===== config.mk =====
export PLATFORM = sky130hd
export DESIGN_NAME = spr_dma
export DESIGN_NICKNAME = d
export VERILOG_FILES = /design/src/rtl/spr_dma_pkg.sv /design/src/rtl/spr_dma_srcreg.sv /design/src/rtl/spr_dma_fsm.sv /design/src/rtl/spr_dma_gate.sv /design/src/rtl/spr_dma.sv
export SDC_FILE = /design/constraint.sdc
export NUM_CORES = 1
export LEC_CHECK = 0
export ABC_AREA = 1
export BUFFER_PORTS_ARGS = -buffer_cell sky130_fd_sc_hd__buf_2
export CAP_MARGIN = 15
export CORE_UTILIZATION = 41
export DETAILED_ROUTE_END_ITERATION = 7
export PLACE_DENSITY = 0.8
export SLEW_MARGIN = 10
export SYNTH_ARGS = -nofsm -noshare
export SYNTH_HDL_FRONTEND = slang
export SYNTH_SLANG_ARGS = --single-unit
export TNS_END_PERCENT = 30

===== constraint.sdc =====
create_clock -name clk -period 1.5 [get_ports clk]
set_input_delay 0.15 -clock clk [delete_from_list [all_inputs] [get_ports clk]]
set_output_delay 0.15 -clock clk [all_outputs]
set_load 0.005 [all_outputs]

===== src/rtl/spr_dma_pkg.sv =====
`timescale 1ns/1ps
package spr_dma_pkg;

    // Sequencer states of the copy engine
    typedef enum logic [1:0] {
        ST_IDLE  = 2'd0,
        ST_FETCH = 2'd1,
        ST_STORE = 2'd2,
        ST_PACE  = 2'd3
    } xfer_state_e;

    // Byte returned to the CPU for a fenced-off read
    localparam logic [7:0] FENCED_BYTE = 8'hFF;

endpackage


===== src/rtl/spr_dma_srcreg.sv =====
`timescale 1ns/1ps
module spr_dma_srcreg #(
    parameter int unsigned ADDR_W = 16,
    parameter int unsigned DATA_W = 8,
    parameter logic [ADDR_W-1:0] TRIG_ADDR = 16'hFF46
) (
    input  logic              clk,
    input  logic              rst_n,
    input  logic [ADDR_W-1:0] cpu_addr,
    input  logic [DATA_W-1:0] cpu_wdata,
    input  logic              cpu_wr,
    output logic              trig,
    output logic [DATA_W-1:0] src_page
);

    assign trig = cpu_wr && (cpu_addr == TRIG_ADDR);

    always_ff @(posedge clk) begin
        if (!rst_n) begin
            src_page <= '0;
        end else if (trig) begin
            src_page <= cpu_wdata;
        end
    end

    // the page byte follows the triggering write
    p_src_load_r2: assert property (@(posedge clk) disable iff (!rst_n)
        (cpu_wr && cpu_addr == TRIG_ADDR) |=> (src_page == $past(cpu_wdata)));

    // without a trigger write the page byte holds
    p_src_hold_r2: assert property (@(posedge clk) disable iff (!rst_n)
        !(cpu_wr && cpu_addr == TRIG_ADDR) |=> $stable(src_page));

endmodule


===== src/rtl/spr_dma_fsm.sv =====
`timescale 1ns/1ps
module spr_dma_fsm
    import spr_dma_pkg::*;
#(
    parameter int unsigned ADDR_W   = 16,
    parameter int unsigned DATA_W   = 8,
    parameter int unsigned BYTES    = 160,
    parameter int unsigned PRESCALE = 4
) (
    input  logic              clk,
    input  logic              rst_n,
    input  logic              trig,
    input  logic [DATA_W-1:0] src_page,
    input  logic [DATA_W-1:0] dma_rdata,
    output logic [ADDR_W-1:0] dma_addr,
    output logic              dma_rd,
    output logic [ADDR_W-DATA_W-1:0] oam_addr,
    output logic [DATA_W-1:0] oam_wdata,
    output logic              oam_we,
    output logic              busy
);

    localparam int unsigned LOW_W = ADDR_W - DATA_W;
    localparam int unsigned PH_W  = (PRESCALE > 2) ? $clog2(PRESCALE) : 1;
    localparam logic [LOW_W-1:0] LAST_IDX = LOW_W'(BYTES - 1);
    localparam logic [PH_W-1:0]  LAST_PH  = PH_W'(PRESCALE - 1);
    localparam bit SHORT_SLOT = (PRESCALE == 2);

    xfer_state_e      st_q, st_d;
    logic [LOW_W-1:0] idx_q;
    logic [PH_W-1:0]  ph_q;
    logic             last_byte;
    logic             slot_end;

    assign last_byte = (idx_q == LAST_IDX);
    assign slot_end  = ((st_q == ST_STORE) && SHORT_SLOT) ||
                       ((st_q == ST_PACE) && (ph_q == LAST_PH));

    // State register
    always_ff @(posedge clk) begin
        if (!rst_n) begin
            st_q <= ST_IDLE;
        end else begin
            st_q <= st_d;
        end
    end

    // Next-state logic
    always_comb begin
        st_d = st_q;
        if (trig) begin
            st_d = ST_FETCH;
        end else begin
            unique case (st_q)
                ST_IDLE:  st_d = ST_IDLE;
                ST_FETCH: st_d = ST_STORE;
                ST_STORE: begin
                    if (SHORT_SLOT) begin
                        st_d = last_byte ? ST_IDLE : ST_FETCH;
                    end else begin
                        st_d = ST_PACE;
                    end
                end
                ST_PACE: begin
                    if (ph_q == LAST_PH) begin
                        st_d = last_byte ? ST_IDLE : ST_FETCH;
                    end
                end
            endcase
        end
    end

    // Byte index and position within the byte slot
    always_ff @(posedge clk) begin
        if (!rst_n) begin
            idx_q <= '0;
            ph_q  <= '0;
        end else if (trig) begin
            idx_q <= '0;
            ph_q  <= '0;
        end else if (slot_end) begin
            idx_q <= idx_q + 1'b1;
            ph_q  <= '0;
        end else if (st_q != ST_IDLE) begin
            ph_q  <= ph_q + 1'b1;
        end
    end

    // Outputs
    always_comb begin
        dma_rd    = 1'b0;
        oam_we    = 1'b0;
        busy      = 1'b1;
        unique case (st_q)
            ST_IDLE:  busy   = 1'b0;
            ST_FETCH: dma_rd = 1'b1;
            ST_STORE: oam_we = 1'b1;
            ST_PACE:  ;
        endcase
        dma_addr  = {src_page, idx_q};
        oam_addr  = idx_q;
        oam_wdata = dma_rdata;
    end

    // a trigger opens slot 0 on the next cycle
    p_start_fetch_r10: assert property (@(posedge clk) disable iff (!rst_n)
        trig |=> (busy && dma_rd && dma_addr[LOW_W-1:0] == '0));

    // every sprite write follows the read of the same slot
    p_store_after_fetch_r5: assert property (@(posedge clk) disable iff (!rst_n)
        oam_we |-> ($past(dma_rd) && $past(dma_addr[LOW_W-1:0]) == oam_addr));

    // writes stay inside the copied range
    p_oam_bound_r5: assert property (@(posedge clk) disable iff (!rst_n)
        oam_we |-> ({1'b0, oam_addr} < (LOW_W+1)'(BYTES)));

    // read and write never share a cycle, and both need busy
    p_excl_r4: assert property (@(posedge clk) disable iff (!rst_n)
        $countones({dma_rd, oam_we}) <= 1 && ((dma_rd || oam_we) -> busy));

endmodule


===== src/rtl/spr_dma_gate.sv =====
`timescale 1ns/1ps
module spr_dma_gate
    import spr_dma_pkg::*;
#(
    parameter int unsigned ADDR_W = 16,
    parameter int unsigned DATA_W = 8,
    parameter logic [ADDR_W-1:0] TRIG_ADDR = 16'hFF46,
    parameter logic [ADDR_W-1:0] HRAM_LO   = 16'hFF80,
    parameter logic [ADDR_W-1:0] HRAM_HI   = 16'hFFFE
) (
    input  logic              clk,
    input  logic              rst_n,
    input  logic              busy,
    input  logic [DATA_W-1:0] src_page,
    input  logic [ADDR_W-1:0] cpu_addr,
    input  logic [DATA_W-1:0] cpu_wdata,
    input  logic              cpu_rd,
    input  logic              cpu_wr,
    output logic [DATA_W-1:0] cpu_rdata,
    output logic [ADDR_W-1:0] mem_addr,
    output logic [DATA_W-1:0] mem_wdata,
    output logic              mem_rd,
    output logic              mem_wr,
    input  logic [DATA_W-1:0] mem_rdata
);

    logic in_hram;
    logic is_reg;
    logic fenced;

    assign in_hram = (cpu_addr >= HRAM_LO) && (cpu_addr <= HRAM_HI);
    assign is_reg  = (cpu_addr == TRIG_ADDR);
    assign fenced  = busy && !in_hram;

    always_comb begin
        mem_addr  = cpu_addr;
        mem_wdata = cpu_wdata;
        mem_rd    = cpu_rd && !is_reg && !fenced;
        mem_wr    = cpu_wr && !is_reg && !fenced;
        if (is_reg) begin
            cpu_rdata = src_page;
        end else if (fenced) begin
            cpu_rdata = DATA_W'(FENCED_BYTE);
        end else begin
            cpu_rdata = mem_rdata;
        end
    end

    // reads outside the window see the fence byte while busy
    p_fenced_rd_r6: assert property (@(posedge clk) disable iff (!rst_n)
        (busy && cpu_rd && !is_reg && (cpu_addr < HRAM_LO || cpu_addr > HRAM_HI))
        |-> (!mem_rd && cpu_rdata == DATA_W'(FENCED_BYTE)));

    // writes outside the window are dropped while busy
    p_fenced_wr_r7: assert property (@(posedge clk) disable iff (!rst_n)
        (busy && cpu_wr && (cpu_addr < HRAM_LO || cpu_addr > HRAM_HI)) |-> !mem_wr);

    // high RAM stays reachable
    p_hram_pass_r8: assert property (@(posedge clk) disable iff (!rst_n)
        (cpu_rd && cpu_addr >= HRAM_LO && cpu_addr <= HRAM_HI) |-> (mem_rd && cpu_rdata == mem_rdata));

    // with busy low nothing but the register is held back
    p_idle_pass_r9: assert property (@(posedge clk) disable iff (!rst_n)
        (!busy && cpu_rd && !is_reg) |-> mem_rd);

endmodule


===== src/rtl/spr_dma.sv =====
`timescale 1ns/1ps
module spr_dma #(
    parameter int unsigned ADDR_W   = 16,
    parameter int unsigned DATA_W   = 8,
    parameter int unsigned BYTES    = 160,
    parameter int unsigned PRESCALE = 4,
    parameter logic [ADDR_W-1:0] TRIG_ADDR = 16'hFF46,
    parameter logic [ADDR_W-1:0] HRAM_LO   = 16'hFF80,
    parameter logic [ADDR_W-1:0] HRAM_HI   = 16'hFFFE
) (
    input  logic                     clk,
    input  logic                     rst_n,
    input  logic [ADDR_W-1:0]        cpu_addr,
    input  logic [DATA_W-1:0]        cpu_wdata,
    input  logic                     cpu_rd,
    input  logic                     cpu_wr,
    output logic [DATA_W-1:0]        cpu_rdata,
    output logic [ADDR_W-1:0]        mem_addr,
    output logic [DATA_W-1:0]        mem_wdata,
    output logic                     mem_rd,
    output logic                     mem_wr,
    input  logic [DATA_W-1:0]        mem_rdata,
    output logic [ADDR_W-1:0]        dma_addr,
    output logic                     dma_rd,
    input  logic [DATA_W-1:0]        dma_rdata,
    output logic [ADDR_W-DATA_W-1:0] oam_addr,
    output logic [DATA_W-1:0]        oam_wdata,
    output logic                     oam_we,
    output logic                     busy
);

    logic              trig;
    logic [DATA_W-1:0] src_page;

    spr_dma_srcreg #(
        .ADDR_W    (ADDR_W),
        .DATA_W    (DATA_W),
        .TRIG_ADDR (TRIG_ADDR)
    ) u_srcreg (
        .clk       (clk),
        .rst_n     (rst_n),
        .cpu_addr  (cpu_addr),
        .cpu_wdata (cpu_wdata),
        .cpu_wr    (cpu_wr),
        .trig      (trig),
        .src_page  (src_page)
    );

    spr_dma_fsm #(
        .ADDR_W   (ADDR_W),
        .DATA_W   (DATA_W),
        .BYTES    (BYTES),
        .PRESCALE (PRESCALE)
    ) u_fsm (
        .clk       (clk),
        .rst_n     (rst_n),
        .trig      (trig),
        .src_page  (src_page),
        .dma_rdata (dma_rdata),
        .dma_addr  (dma_addr),
        .dma_rd    (dma_rd),
        .oam_addr  (oam_addr),
        .oam_wdata (oam_wdata),
        .oam_we    (oam_we),
        .busy      (busy)
    );

    spr_dma_gate #(
        .ADDR_W    (ADDR_W),
        .DATA_W    (DATA_W),
        .TRIG_ADDR (TRIG_ADDR),
        .HRAM_LO   (HRAM_LO),
        .HRAM_HI   (HRAM_HI)
    ) u_gate (
        .clk       (clk),
        .rst_n     (rst_n),
        .busy      (busy),
        .src_page  (src_page),
        .cpu_addr  (cpu_addr),
        .cpu_wdata (cpu_wdata),
        .cpu_rd    (cpu_rd),
        .cpu_wr    (cpu_wr),
        .cpu_rdata (cpu_rdata),
        .mem_addr  (mem_addr),
        .mem_wdata (mem_wdata),
        .mem_rd    (mem_rd),
        .mem_wr    (mem_wr),
        .mem_rdata (mem_rdata)
    );

    // nothing moves while idle
    p_idle_quiet_r1: assert property (@(posedge clk) disable iff (!rst_n)
        !busy |-> (!dma_rd && !oam_we));

endmodule


# Word level (Yosys, flattened, before mapping)
# Cells that the tools add are included.
totals:
  wordCells: 42
  ff_bits: 20
  inputBits: 44
op_classes:
  n_eq_ne: 8
  order_cmp: 2
  bitwise_logic: 1
  n_reduce_logical: 15
  add_sub_neg: 2
  mux: 9
ops:
  columns: ["op", "n"]
  rows:
  - ["$eq 16x16->1 const B", 1]
  - ["$ge 16x16->1 const B", 1]
  - ["$le 16x16->1 const B", 1]
  - ["$mux 8", 2]
  - ["$add 8x1->8 const B", 1]
  - ["$eq 8x8->1 const B", 1]
  - ["$logic_and 1x1->1", 8]
  - ["$pmux 2 s4", 1]
  - ["$eq 2x2->1 const B", 3]
  - ["$mux 1", 5]
  - ["$logic_not 1->1", 3]
  - ["$ne 3x3->1 const B", 1]
  - ["$reduce_or 3->1", 1]
  - ["$add 2x1->2 const B", 1]
  - ["$eq 2x1->1 const B", 1]
  - ["$logic_not 2->1", 1]
  - ["$mux 2", 1]
  - ["$ne 2x2->1 const B", 1]
  - ["$reduce_bool 2->1", 1]
  - ["$reduce_or 2->1", 1]
  - ["$not 1->1", 1]

# Longest topological paths before layout
# Gate-level depths: netlist of the first run.
depth:
  depth_word: 6
  mapped_depth: 9
  ltp_nobuf: 9

# Cells and area by module
# A second synthesis of the first run with hierarchy kept.
unflattened:
  cells_unflattened: 271
  hier_area_um2: 1770.4
modules_own_cells:
  columns: ["mod", "n_inst", "cells_each", "seq_area_each_um2", "area_per_inst_um2"]
  rows:
  - ["spr_dma_fsm", 1, 115, 240.2, 818.3]
  - ["spr_dma_gate", 1, 83, 0.0, 478.0]
  - ["spr_dma_srcreg", 1, 73, 160.2, 474.2]

# Worst setup path before layout of the first run
# Ideal clock, no wire load.
synth_path:
  path_kind: "flip-flop to flip-flop"
  start: "reg u_fsm.st_q[1]"
  end: "reg u_fsm.idx_q[5] (netlist: u_fsm.oam_addr[5])"
  setup_time_ps: 65
  required_time_ps: 1435
  path_stages_with_launch: 8
  slack_ps: 317
  arrival_time_ps: 1118
  cell_sequence: "dfxtp_1 > ha_1 > nand3_1 > nor2_1 > nand2_1 > o21ai_0 > nand2_1 > nor2_1"
synth_between:
  elab_chain_len: 2
synth_lines:
  columns: ["item", "line_no", "source"]
  rows:
  - ["start: declaration", "spr_dma_fsm.sv:29", "xfer_state_e st_q, st_d;"]
  - ["start signal: assignment", "spr_dma_fsm.sv:44", "st_q <= st_d;"]
  - ["$eq 2x2->1", "spr_dma_fsm.sv:37", "((st_q == ST_PACE) && (ph_q == LAST_PH));"]
  - ["$logic_and 1x1->1", "spr_dma_fsm.sv:37", null]
  - ["end signal: assignment", "spr_dma_fsm.sv:82", "idx_q <= idx_q + 1'b1;"]
  - ["end: declaration", "spr_dma_fsm.sv:30", "logic [LOW_W-1:0] idx_q;"]
# Every way passes these cells.
# A chain may end at the register's enable or synchronous reset.

# Worst setup path in the final report of the first run
layout_path:
  start: "reg u_fsm.st_q[0]"
  end: "out cpu_rdata[1]"
layout_between:
  elab_chain_len: 5
layout_lines:
  columns: ["item", "line_no", "source"]
  rows:
  - ["$logic_not 2->1", "spr_dma_fsm.sv:94", "unique case (st_q)"]
  - ["$mux 1", "spr_dma_fsm.sv:94", null]
  - ["$logic_and 1x1->1", "spr_dma_gate.sv:33", "assign fenced = busy && !in_hram;"]
  - ["$mux 8", "spr_dma_gate.sv:42", "end else if (fenced) begin"]
  - ["$mux 8", "spr_dma_gate.sv:40", "if (is_reg) begin"]
  - ["end: declaration", "spr_dma.sv:17", "output logic [DATA_W-1:0] cpu_rdata,"]
# Every way passes these cells.

==> summary.txt, run 1 <==
Power and ir drop
  – Reg power frac: 0.420
  – Comb power frac: 0.282
  – Net Sw Power: 0.380 mW
  – Worst VDD drop: 633 uV
  – Pint: roughly 0.97 mW
  – P_leak: 1.13 nW
  – Switching Share: 0.281
  – Clock network fraction of design power: 0.298
  – PD cells: ~710 nW/um^2

Yosys
  – Compound-Gate Fraction of Synth Area: 0.0610
  – Post-synthesis sequential area ratio: 0.257
  – Main synth FF type: dfxtp_1
  – Mapped Cells: 245
  – Synth Area in Adders: 0.0482
  – Netlist cell types: 22
  – Main combinational cell family by area after synthesis: simple AND/OR/NAND/NOR gates
  – Post-Syn Area: 1560 sq um
  – Ys Warns: 0
  – Average size of a mapped cell: 6.36 sq um
  – Synth Area in XOR/XNOR: 0.0225
  – Asr flop ratio synth: 0
  – EDFF count, synth: 0
  – Syn nets: 295
  – Simple-gate share of the synthesized area: 0.321
  – Yosys reg bits: 20
  – Post-synthesis mux area share: 0.00642

Route
  – Vias post-DR: 1,542
  – Final WL: 3.36 mm
  – Vias per cell: 4.33
  – Pre-Repair DR Iteration Count: 4
  – Initial DRC Count: 60
  – Drt wl/cell: 9.44 um
  – DRC errors left: 0
  – Post-route ant nets: 0

GRT
  – Largest net degree at the start of global routing: 15
  – GRT Overall Usage: 0.159
  – Number of global-route vias before repair: 1,205
  – GR Overflow Total: 0
  – Global-route wire length before repair: 5.14 mm
  – Initial antenna violation count: 0

Min path
  – Hold-critical path endpoint: u_srcreg.src_page[7]
  – HP Class: input port to flip-flop
  – Hold path depth: 3
  – Hold path start: cpu_wdata[7]

Cells and area
  – Layout cell share with drive strength beyond 1: 0.406
  – Area grow syn2layout: 22.8%
  – Layout net count: 359
  – Post-route cell area: 1910 sq um
  – Finished Layout Cells: between 300 and 400
  – Final core occ: 0.523
  – Antenna diode count: 0

Timing
  – Final worst path period need: 1430 ps
  – Clk_skew: roughly 3.4 ps
  – Worst Max-Slew Pin Slew: 268 ps
  – Final hold vios: 0
  – Setup Viol. Count Final: 0
  – Slew headroom: 0.820
  – Hold_ws: 127 ps
  – PnR worst setup slack: 71.9 ps
  – F_max: 0.700 GHz
  – Slew Viols, Final: 0
  – Final period utilization: 0.952

Critical path
  – R2R Setup Slk: 180 ps
  – Slowest cell on crit path: dfxtp_2
  – Crit start category: flip-flop
  – Worst-path fanout max: 5
  – Critical Path AT: 1280 ps
  – CP required: 1350 ps
  – Crit end category: primary output
  – Reg2reg start: u_fsm.st_q[1]
  – Critical path class: flip-flop to primary output
  – Critical path cell sequence: inv_2 -> ha_4 -> inv_4 -> o21ai_4 -> a21oi_1 -> buf_2
  – WP buf/inv: 3
  – Worst path max stage delay: 360 ps
  – FF-to-FF path depth: 5
  – Crit Reg-Reg Endpoint: u_fsm.oam_addr[4]
  – CP delay by family, top: flip-flops

CTS
  – CTS Buffer Depth: 2
  – Clock root cell: clkbuf_8
  – Inserted Clock Buffers: 3
  – Clk Latency, worst-skew pair: 250 ps
  – Sink Count: 20
  – Clock Pin Slew Worst Setup and Hold Paths: 70 ps
  – CTS tree: built
  – H-tree levels: 1

Placement
  – Gpl congestion: about 0.7
  – Detailed placement HPWL: 2.60 mm
  – Pre-CTS WS: 128 ps
  – Port bufs: 96
  – Area of placed instances: 1790 sq um
  – Number of instances in the placed design: 348

Floorplanning
  – Die extent in y: between 60 and 70 um
  – Number of cell rows: 22
  – Die footprint: roughly 4100 sq um
  – Die width: 63.7 um
  – Initial core utilization: 0.426
  – Core ar.: 3660 sq um
  – I/O pins: 113

Job
  – Max-cap violations: 0

Outcome
  – Status: complete, no violations
## worst max-delay path by stage
stage,start,end,slack (ps),cells after the start
6_report,u_fsm.st_q[0],cpu_rdata[1],70,6
5_1_grt,u_fsm.st_q[0],cpu_rdata[0],-2,6
4_1_cts,u_fsm.st_q[1],mem_rd,-0.8,7
3_5_place_dp,u_fsm.st_q[0],cpu_rdata[5],130,6
3_3_place_gp,u_fsm.st_q[1],u_fsm.oam_addr[4],170,5
2_1_floorplan,u_fsm.st_q[1],u_fsm.oam_addr[5],320,7
## power groups by stage
stage                     Sequential [mW]  Clock (mW)  Combinational, mW
after floorplan                     0.571           0              0.232
after global placement              0.573           0              0.332
after detailed placement            0.575           0              0.336
after CTS                           0.566       0.419              0.353
after global routing                0.570       0.438              0.424
final                               0.567       0.402              0.381
## sequential cells by signal (all words and copies together), names as in the netlist
| register | cells |
|---|---|
| u_fsm.st_q | 2 |
| u_fsm.ph_q | 2 |
| u_fsm.oam_addr | 8 |
| u_srcreg.src_page | 8 |
## cell families after synthesis
logic type | count (synthesis)
and+or+nand+nor | 124
buffers and inverters | 74
DFF | 20
AOI/OAI and AO/OA | 16
adders and majority gates | 6
xor gates and xnor gates | 4
muxes | 1
## per-stage QoR
step	total power, mW	setup TNS [ps]
after floorplan	0.803	0
after detailed placement	0.911	0
after CTS	1.34	-0.835
after global routing	1.43	-2.26
final	1.35	0
after global placement	0.904	0
## final cells by class
cell class	count	area, sq um
Inverter	31	121
Fill cell	399	1750
Sequential cell	20	405
Multi-Input combinational cell	152	754
Tap cell	48	60.1
Timing Repair Buffer	101	518
Clock buffer	4	55.1
## Yosys cell counts (2+ instances only)
| cell type | instances | area (sq um) |
|---|---|---|
| inv_2 | 2 | 7.51 |
| xor2_1 | 4 | 35.0 |
| nor2_1 | 56 | 210 |
| nor2_2 | 3 | 18.8 |
| nand3_1 | 6 | 30.0 |
| ha_1 | 6 | 75.1 |
| a21oi_1 | 11 | 55.1 |
| o21ai_0 | 3 | 15.0 |
| nand2_1 | 54 | 203 |
| dfxtp_1 | 20 | 400 |
| buf_4 | 41 | 308 |
| inv_1 | 29 | 109 |
## what timing repair did
action,in CTS,in global routing
buffers inserted,0,3
pin swaps,1,1
gates cloned,0,1
endpoints found under the setup margin,10,11
hold buffers,0,0
gates resized for setup,7,7
## per-layer routing
layer | up-vias | track usage | wire length, um
met5 | - | 0 | 0
met4 | 0 | 0.0625 | 36
met3 | 4 | 0.0290 | 235
met2 | 63 | 0.261 | 1480
met1 | 651 | 0.203 | 1610
li1 | 824 | - | -
## cell usage in the layout (no fill, tap or decap), types with 5 or more instances in the layout
master	instances
a21oi_1	9
nand2_1	54
ha_1	5
buf_2	96
nand3_1	6
dfxtp_1	18
inv_1	26
nor2_1	55
buf_4	5
## worst min-delay path: cells and delay by family
family / cells / cell delay, ps
buffers and inverters: 1 / 80
and+or+nand+nor: 2 / 120
Note: power is estimated with default switching activity, not from simulation.
==> run 2: changes to the inputs <==
--- a/config.mk
+++ b/config.mk
@@ -10,7 +10,7 @@
 export CAP_MARGIN = 15
 export CORE_UTILIZATION = 41
 export DETAILED_ROUTE_END_ITERATION = 7
-export PLACE_DENSITY = 0.8
+export PLACE_DENSITY = 0.81
 export SLEW_MARGIN = 10
 export SYNTH_ARGS = -nofsm -noshare
 export SYNTH_HDL_FRONTEND = slang
==> run 2 against run 1 <==
Effect of this change:
- utilization down 0.41 points
- sequential share of layout area up 0.17 points
- maximum frequency fell by 0.92%
- register-to-register slack about the same
- critical path depth unchanged
- largest cell class unchanged
- final cell count fell by 0.56%
- sequential power hardly changed
- power barely moved
- first-iteration DRC count is 58% lower
- critical path type unchanged
==> summary.txt, run 2 (synthesized netlist as in run 1, its figures left out) <==
Critical path
  – Critical Path AT: between 1000 and 1500 ps
  – CP required: 1350 ps
  – Slowest cell on crit path: dfxtp_4
  – Critical path cell sequence: inv_2 -> ha_4 -> inv_4 -> o21ai_4 -> a21oi_1 -> buf_2
  – Worst-path fanout max: 5
  – WP buf/inv: 3
  – CP delay by family, top: flip-flops
  – Critical path class: flip-flop to primary output
  – Crit start category: flip-flop
  – Crit end category: primary output
  – Worst path max stage delay: 370 ps

Timing
  – Final period utilization: 0.961
  – Worst Max-Slew Pin Slew: 285 ps
  – Final hold vios: 0
  – Slew headroom: 0.810
  – RSZ-0062 raised after global routing: yes
  – Setup Viol. Count Final: 0
  – Final worst path period need: around 1400 ps
  – F_max: 0.694 GHz
  – Clk_skew: 4.78 ps
  – PnR worst setup slack: just under 60 ps
  – Slew Viols, Final: 0

GRT
  – Number of global-route vias before repair: 1,336
  – Global-route wire length before repair: 5.60 mm
  – GR Overflow Total: 0
  – Initial antenna violation count: 0
  – GRT Overall Usage: 0.169
  – Largest net degree at the start of global routing: 15

Floorplanning
  – Die width: roughly 64 um
  – I/O pins: 113
  – Number of cell rows: 22
  – Initial core utilization: 0.426
  – Die footprint: 4050 sq um
  – Core ar.: 3660 sq um
  – Die extent in y: 63.7 um

Power and ir drop
  – P_leak: 1.11 nW
  – Comb power frac: 0.289
  – Net Sw Power: 0.374 mW
  – PD cells: around 710 nW/um^2
  – Switching Share: 0.277
  – Reg power frac: 0.419
  – Pint: 0.976 mW
  – Clock network fraction of design power: 0.292
  – Worst VDD drop: around 420 uV

Cells and area
  – Antenna diode count: 0
  – Finished Layout Cells: ~350
  – Layout cell share with drive strength beyond 1: 0.405
  – Area grow syn2layout: 21.8%
  – Final core occ: 0.519
  – Most common cell after layout, fill and taps aside: buf_2
  – Highest-count cells in the layout ignoring fill and taps: 96 x buf_2, 55 x nor2_1, 54 x nand2_1, 26 x inv_1, 18 x dfxtp_1
  – Layout net count: 357

Route
  – Post-route ant nets: 0
  – Drt wl/cell: 9.65 um
  – Pre-Repair DR Iteration Count: 5
  – Vias post-DR: 1,546
  – DRC errors left: 0
  – Initial DRC Count: 25
  – Vias per cell: 4.37
  – Final WL: 3.42 mm

CTS
  – Clock root cell: clkbuf_8
  – Clock Pin Slew Worst Setup and Hold Paths: 70 ps
  – Sink Count: 20
  – Hold_buf cts: 0
  – H-tree levels: 1
  – Inserted Clock Buffers: 3
  – CTS tree: built
  – CTS Buffer Depth: 2
  – Clk Latency, worst-skew pair: approximately 250 ps

Job
  – Max-cap violations: 0

Placement
  – Number of instances in the placed design: about 350
  – Port bufs: 96
  – Gpl congestion: 0.768
  – Pre-CTS WS: 99.4 ps
  – Detailed placement HPWL: 2.70 mm

Min path
  – HP Class: input port to flip-flop

Outcome
  – Status: complete, no violations
[run 2: final cells by class]
class | instances | area, sq um
well taps | 48 | 60.1
fillers | 408 | 1760
clock buffers | 4 | 55.1
inverters | 31 | 119
repair buffers | 99 | 503
flip-flops and latches | 20 | 405
multi-input cells | 152 | 757
[run 2: worst paths after layout]
check	from	to	slack (ps)	cells past startpoint
setup / recovery	u_fsm.st_q[1]	cpu_rdata[2]	60	6
hold / removal	cpu_wdata[2]	u_srcreg.src_page[2]	130	3
setup reg to reg	u_fsm.st_q[1]	u_fsm.oam_addr[4]	180	5
hold reg to reg	u_fsm.oam_addr[6]	u_fsm.oam_addr[6]	510	2
[run 2: power by group through the flow]
stage          registers, mW  clock network [mW]  logic (mW)
2_1_floorplan          0.571                   0       0.232
3_3_place_gp           0.572                   0       0.337
3_5_place_dp           0.574                   0       0.338
4_1_cts                0.564               0.414       0.358
5_1_grt                0.569               0.435       0.435
6_report               0.566               0.394       0.390
[run 2: what timing repair did]
action,CTS,global route
setup endpoints to repair,10,11
pin swaps,0,3
gates cloned,0,1
buffers inserted,0,1
gates resized for setup,7,7
[run 2: through the flow]
| stage | cell area, sq um | hold WS (ps) | setup TNS (ps) | total power [mW] |
|---|---|---|---|---|
| after floorplan | 1560 | 285 | 0 | 0.803 |
| after global placement | 1790 | 300 | 0 | 0.909 |
| after detailed placement | 1790 | 300 | 0 | 0.912 |
| after CTS | 1860 | 130 | -8.63 | 1.34 |
| after global routing | 1900 | 141 | -26.9 | 1.44 |
| final | 1900 | 135 | 0 | 1.35 |
[run 2: worst register-to-register path: cells and delay by family (launching register included)]
family / cells / cell delay (ps)
DFF: 1 / 370
xor gates and xnor gates: 1 / 170
and+or+nand+nor: 3 / 460
adders and majority gates: 1 / 210
[run 2: metal layers]
metal,global-route usage,vias up,share of wire
met5,0,-,0
met2,0.287,57,0.48
li1,-,819,-
met4,0.0540,0,0.012
met1,0.215,662,0.45
met3,0.0254,8,0.059
==> run 3: changes to the inputs <==
--- a/config.mk
+++ b/config.mk
@@ -8,11 +8,12 @@
 export ABC_AREA = 1
 export BUFFER_PORTS_ARGS = -buffer_cell sky130_fd_sc_hd__buf_2
 export CAP_MARGIN = 15
-export CORE_UTILIZATION = 41
+export CORE_UTILIZATION = 43
 export DETAILED_ROUTE_END_ITERATION = 7
 export PLACE_DENSITY = 0.81
 export SLEW_MARGIN = 10
 export SYNTH_ARGS = -nofsm -noshare
 export SYNTH_HDL_FRONTEND = slang
+export SYNTH_HIERARCHICAL = 1
 export SYNTH_SLANG_ARGS = --single-unit
 export TNS_END_PERCENT = 30
==> run 3 against run 2 <==
Effect of this change:
- critical path depth rose by 1
- utilization is 3.5 points higher
- via count rose by 8.2%
- critical endpoint is now cpu_rdata[3]
- sequential power down 6.5%
- power is 16% lower
- die area increased by 8.0%
- clock skew hardly changed
- sequential cell count is the same
- final area is 11% higher
==> summary.txt, run 3 <==
Outcome
  – Status: complete, no violations

Floorplanning
  – Die footprint: around 4400 sq um
  – I/O pins: 113
  – Core ar.: 3800 sq um
  – Die extent in y: 66.2 um
  – Die width: around 66 um
  – Initial core utilization: 0.466
  – Number of cell rows: 22

Yosys
  – Most common cell in the synthesized netlist: nand2_1
  – Post-synth top area share: 0.226
  – Top post-synthesis cells by count: 55 x nand2_1, 53 x nor2_1, 48 x buf_4, 30 x inv_1, 20 x dfxtp_1
  – Post-synth top area cell: dfxtp_1
  – Synth top area cells: dfxtp_1 23%, buf_4 20%, nand2_1 12%
  – Post-Syn Area: between 1500 and 2000 sq um
  – Asr flop ratio synth: 0
  – Yosys reg bits: 20
  – Netlist cell types: 24
  – Average size of a mapped cell: 6.53 sq um
  – Ys Warns: 6
  – Post-synthesis sequential area ratio: 0.226
  – Syn nets: 321
  – EDFF count, synth: 0
  – Main synth FF type: dfxtp_1
  – Mapped Cells: 271

Route
  – Post-route ant nets: 0
  – Met2 routed WL: 1.86 mm
  – Top layer in use: met4
  – Wl on met1: 1.57 mm
  – Routed met3 length: ~250 um
  – Initial DRC Count: 57
  – Vias per cell: 4.45
  – DRC errors left: 0
  – Final WL: 3.69 mm
  – Drt wl/cell: 9.82 um
  – Pre-Repair DR Iteration Count: 4
  – Vias post-DR: 1,673

CTS
  – Clk Latency, worst-skew pair: 260 ps
  – Sink Count: 20
  – CTS tree: built
  – Inserted Clock Buffers: 3
  – Clock root cell: clkbuf_8
  – Clock Pin Slew Worst Setup and Hold Paths: 70 ps
  – Hold_buf cts: 0
  – CTS Buffer Depth: 2
  – H-tree levels: 1

Power and ir drop
  – PD cells: 537 nW/um^2
  – Worst VDD drop: 653 uV
  – P_leak: 1.19 nW
  – Power Total: 1.13 mW

Placement
  – Port bufs: 96
  – Area of placed instances: 1950 sq um
  – Detailed placement HPWL: 2.83 mm
  – Gpl congestion: 0.811
  – Number of instances in the placed design: 367

Critical path
  – Critical Path AT: ~1300 ps
  – Worst path max stage delay: about 340 ps
  – CP required: 1350 ps
  – Worst-path fanout max: 5
  – Crit start category: flip-flop
  – WP buf/inv: 4
  – Slowest cell on crit path: dfxtp_2
  – Most frequent CP cell: inv_2
  – Reg2reg start: u_fsm/st_q[0]
  – R2R Setup Slk: about 100 ps
  – Crit end category: primary output
  – Crit Reg-Reg Endpoint: u_fsm/oam_addr[6]
  – CP delay by family, top: flip-flops
  – Critical Path Stages: 7
  – Crit path capture: cpu_rdata[3]
  – FF-to-FF path depth: 7
  – Crit. Startpoint: u_fsm/st_q[1]
  – Critical path class: flip-flop to primary output
  – Critical path cell sequence: inv_2 -> ha_4 -> inv_2 -> inv_2 -> o21bai_4 -> a21oi_1 -> buf_2

Timing
  – Slew headroom: 0.677
  – Final period utilization: 0.995
  – Final worst path period need: 1490 ps
  – Slew Viols, Final: 0
  – Setup Viol. Count Final: 0
  – Clk_skew: 5.19 ps
  – Worst Max-Slew Pin Slew: 482 ps
  – RSZ-0062 raised after global routing: yes
  – F_max: 0.670 GHz
  – Hold_ws: 193 ps
  – Final hold vios: 0

GRT
  – Largest net degree at the start of global routing: 12
  – Initial antenna violation count: 0
  – GR Overflow Total: 0
  – GRT Overall Usage: 0.166
  – Number of global-route vias before repair: 1,434
  – Global-route wire length before repair: roughly 5.7 mm

Cells and area
  – Layout cell share with drive strength beyond 1: 0.442
  – Antenna diode count: 0
  – Layout net count: 379
  – Area grow syn2layout: 18.7%
  – Post-route cell area: about 2100 sq um
  – Most common cell after layout, fill and taps aside: buf_2
  – Highest-count cells in the layout ignoring fill and taps: 96 x buf_2, 55 x nand2_1, 52 x nor2_1, 26 x inv_1, 18 x dfxtp_1
  – Finished Layout Cells: 376

Min path
  – HP Class: input port to flip-flop

Job
  – Max-cap violations: 0
==> run 3: cell count changes after synthesis, moves of 2 or more <==
cell     delta
buf_4       +7
nand3_1     +7
nor2_2      +7
a21oi_1     +3
nor2_1      -3
nor2_4      +3
xor2_1      -3
nor2_8      +2
o21ai_0     -2
==> run 3: logic make-up after synthesis <==
logic type | share of synthesized area
AO/OA/AOI/OAI | 0.0572
buffers and inverters | 0.276
XOR/XNOR | 0.00495
AND/OR/NAND/NOR | 0.394
flip-flops | 0.226
adder cells (fa/ha/maj) | 0.0424
==> run 3: worst register-to-register path, stage by stage, from the launching register on <==
cell and delay [ps]:
dfxtp_4 360, buf_4 120, ha_1 270, nand3_1 150
nor2_2 200, nand3_1 100, nand2_1 70, nor2_1 30
==> run 3: layout make-up <==
type | instances | area (sq um)
fill | 394 | 1700
sequential | 20 | 405
tap | 48 | 60.1
clock buffer | 4 | 55.1
timing repair buffer | 101 | 518
multi-input combinational | 171 | 938
inverter | 32 | 125
==> run 3: timing repair <==
item / in CTS / in global routing
setup buffers: 4 / 0
hold endpoints to repair: 0 / 0
pin swaps: 2 / 1
resized for setup: 12 / 6
gates cloned: 1 / 0
setup endpoints to repair: 10 / 9
==> run 3: worst min path at each step <==
| stage | startpoint | end | slack (ps) | cells after the start |
|---|---|---|---|---|
| 2_1_floorplan | rst_n | u_fsm/st_q[0] | 300 | 2 |
| 3_3_place_gp | dma_rdata[7] | oam_wdata[7] | 300 | 0 |
| 3_5_place_dp | dma_rdata[7] | oam_wdata[7] | 300 | 0 |
| 4_1_cts | rst_n | u_srcreg/src_page[2] | 190 | 3 |
| 5_1_grt | rst_n | u_srcreg/src_page[2] | 200 | 3 |
| 6_report | rst_n | u_srcreg/src_page[2] | 190 | 3 |
==> run 3: per-stage QoR <==
stage,worst slack (ps),TNS (ps),util
finish,6.77,0,0.553
global route,-31.0,-207,0.553
CTS,0.132,0,0.548
detailed placement,36.4,0,0.514
global placement,127,0,0.514
floorplan,203,0,-
==> run 3: report_power, final <==
part           total [mW]  internal, mW  switching [mW]
clock               0.402         0.233           0.169
combinational       0.198        0.0942           0.103
sequential          0.529         0.529      0.00000650
==> run 3: routing by layer <==
metal | vias to the layer above | global-route usage
met5 | - | 0
met4 | 0 | 0.0372
met3 | 2 | 0.0397
met2 | 52 | 0.315
met1 | 726 | 0.183
li1 | 893 | -
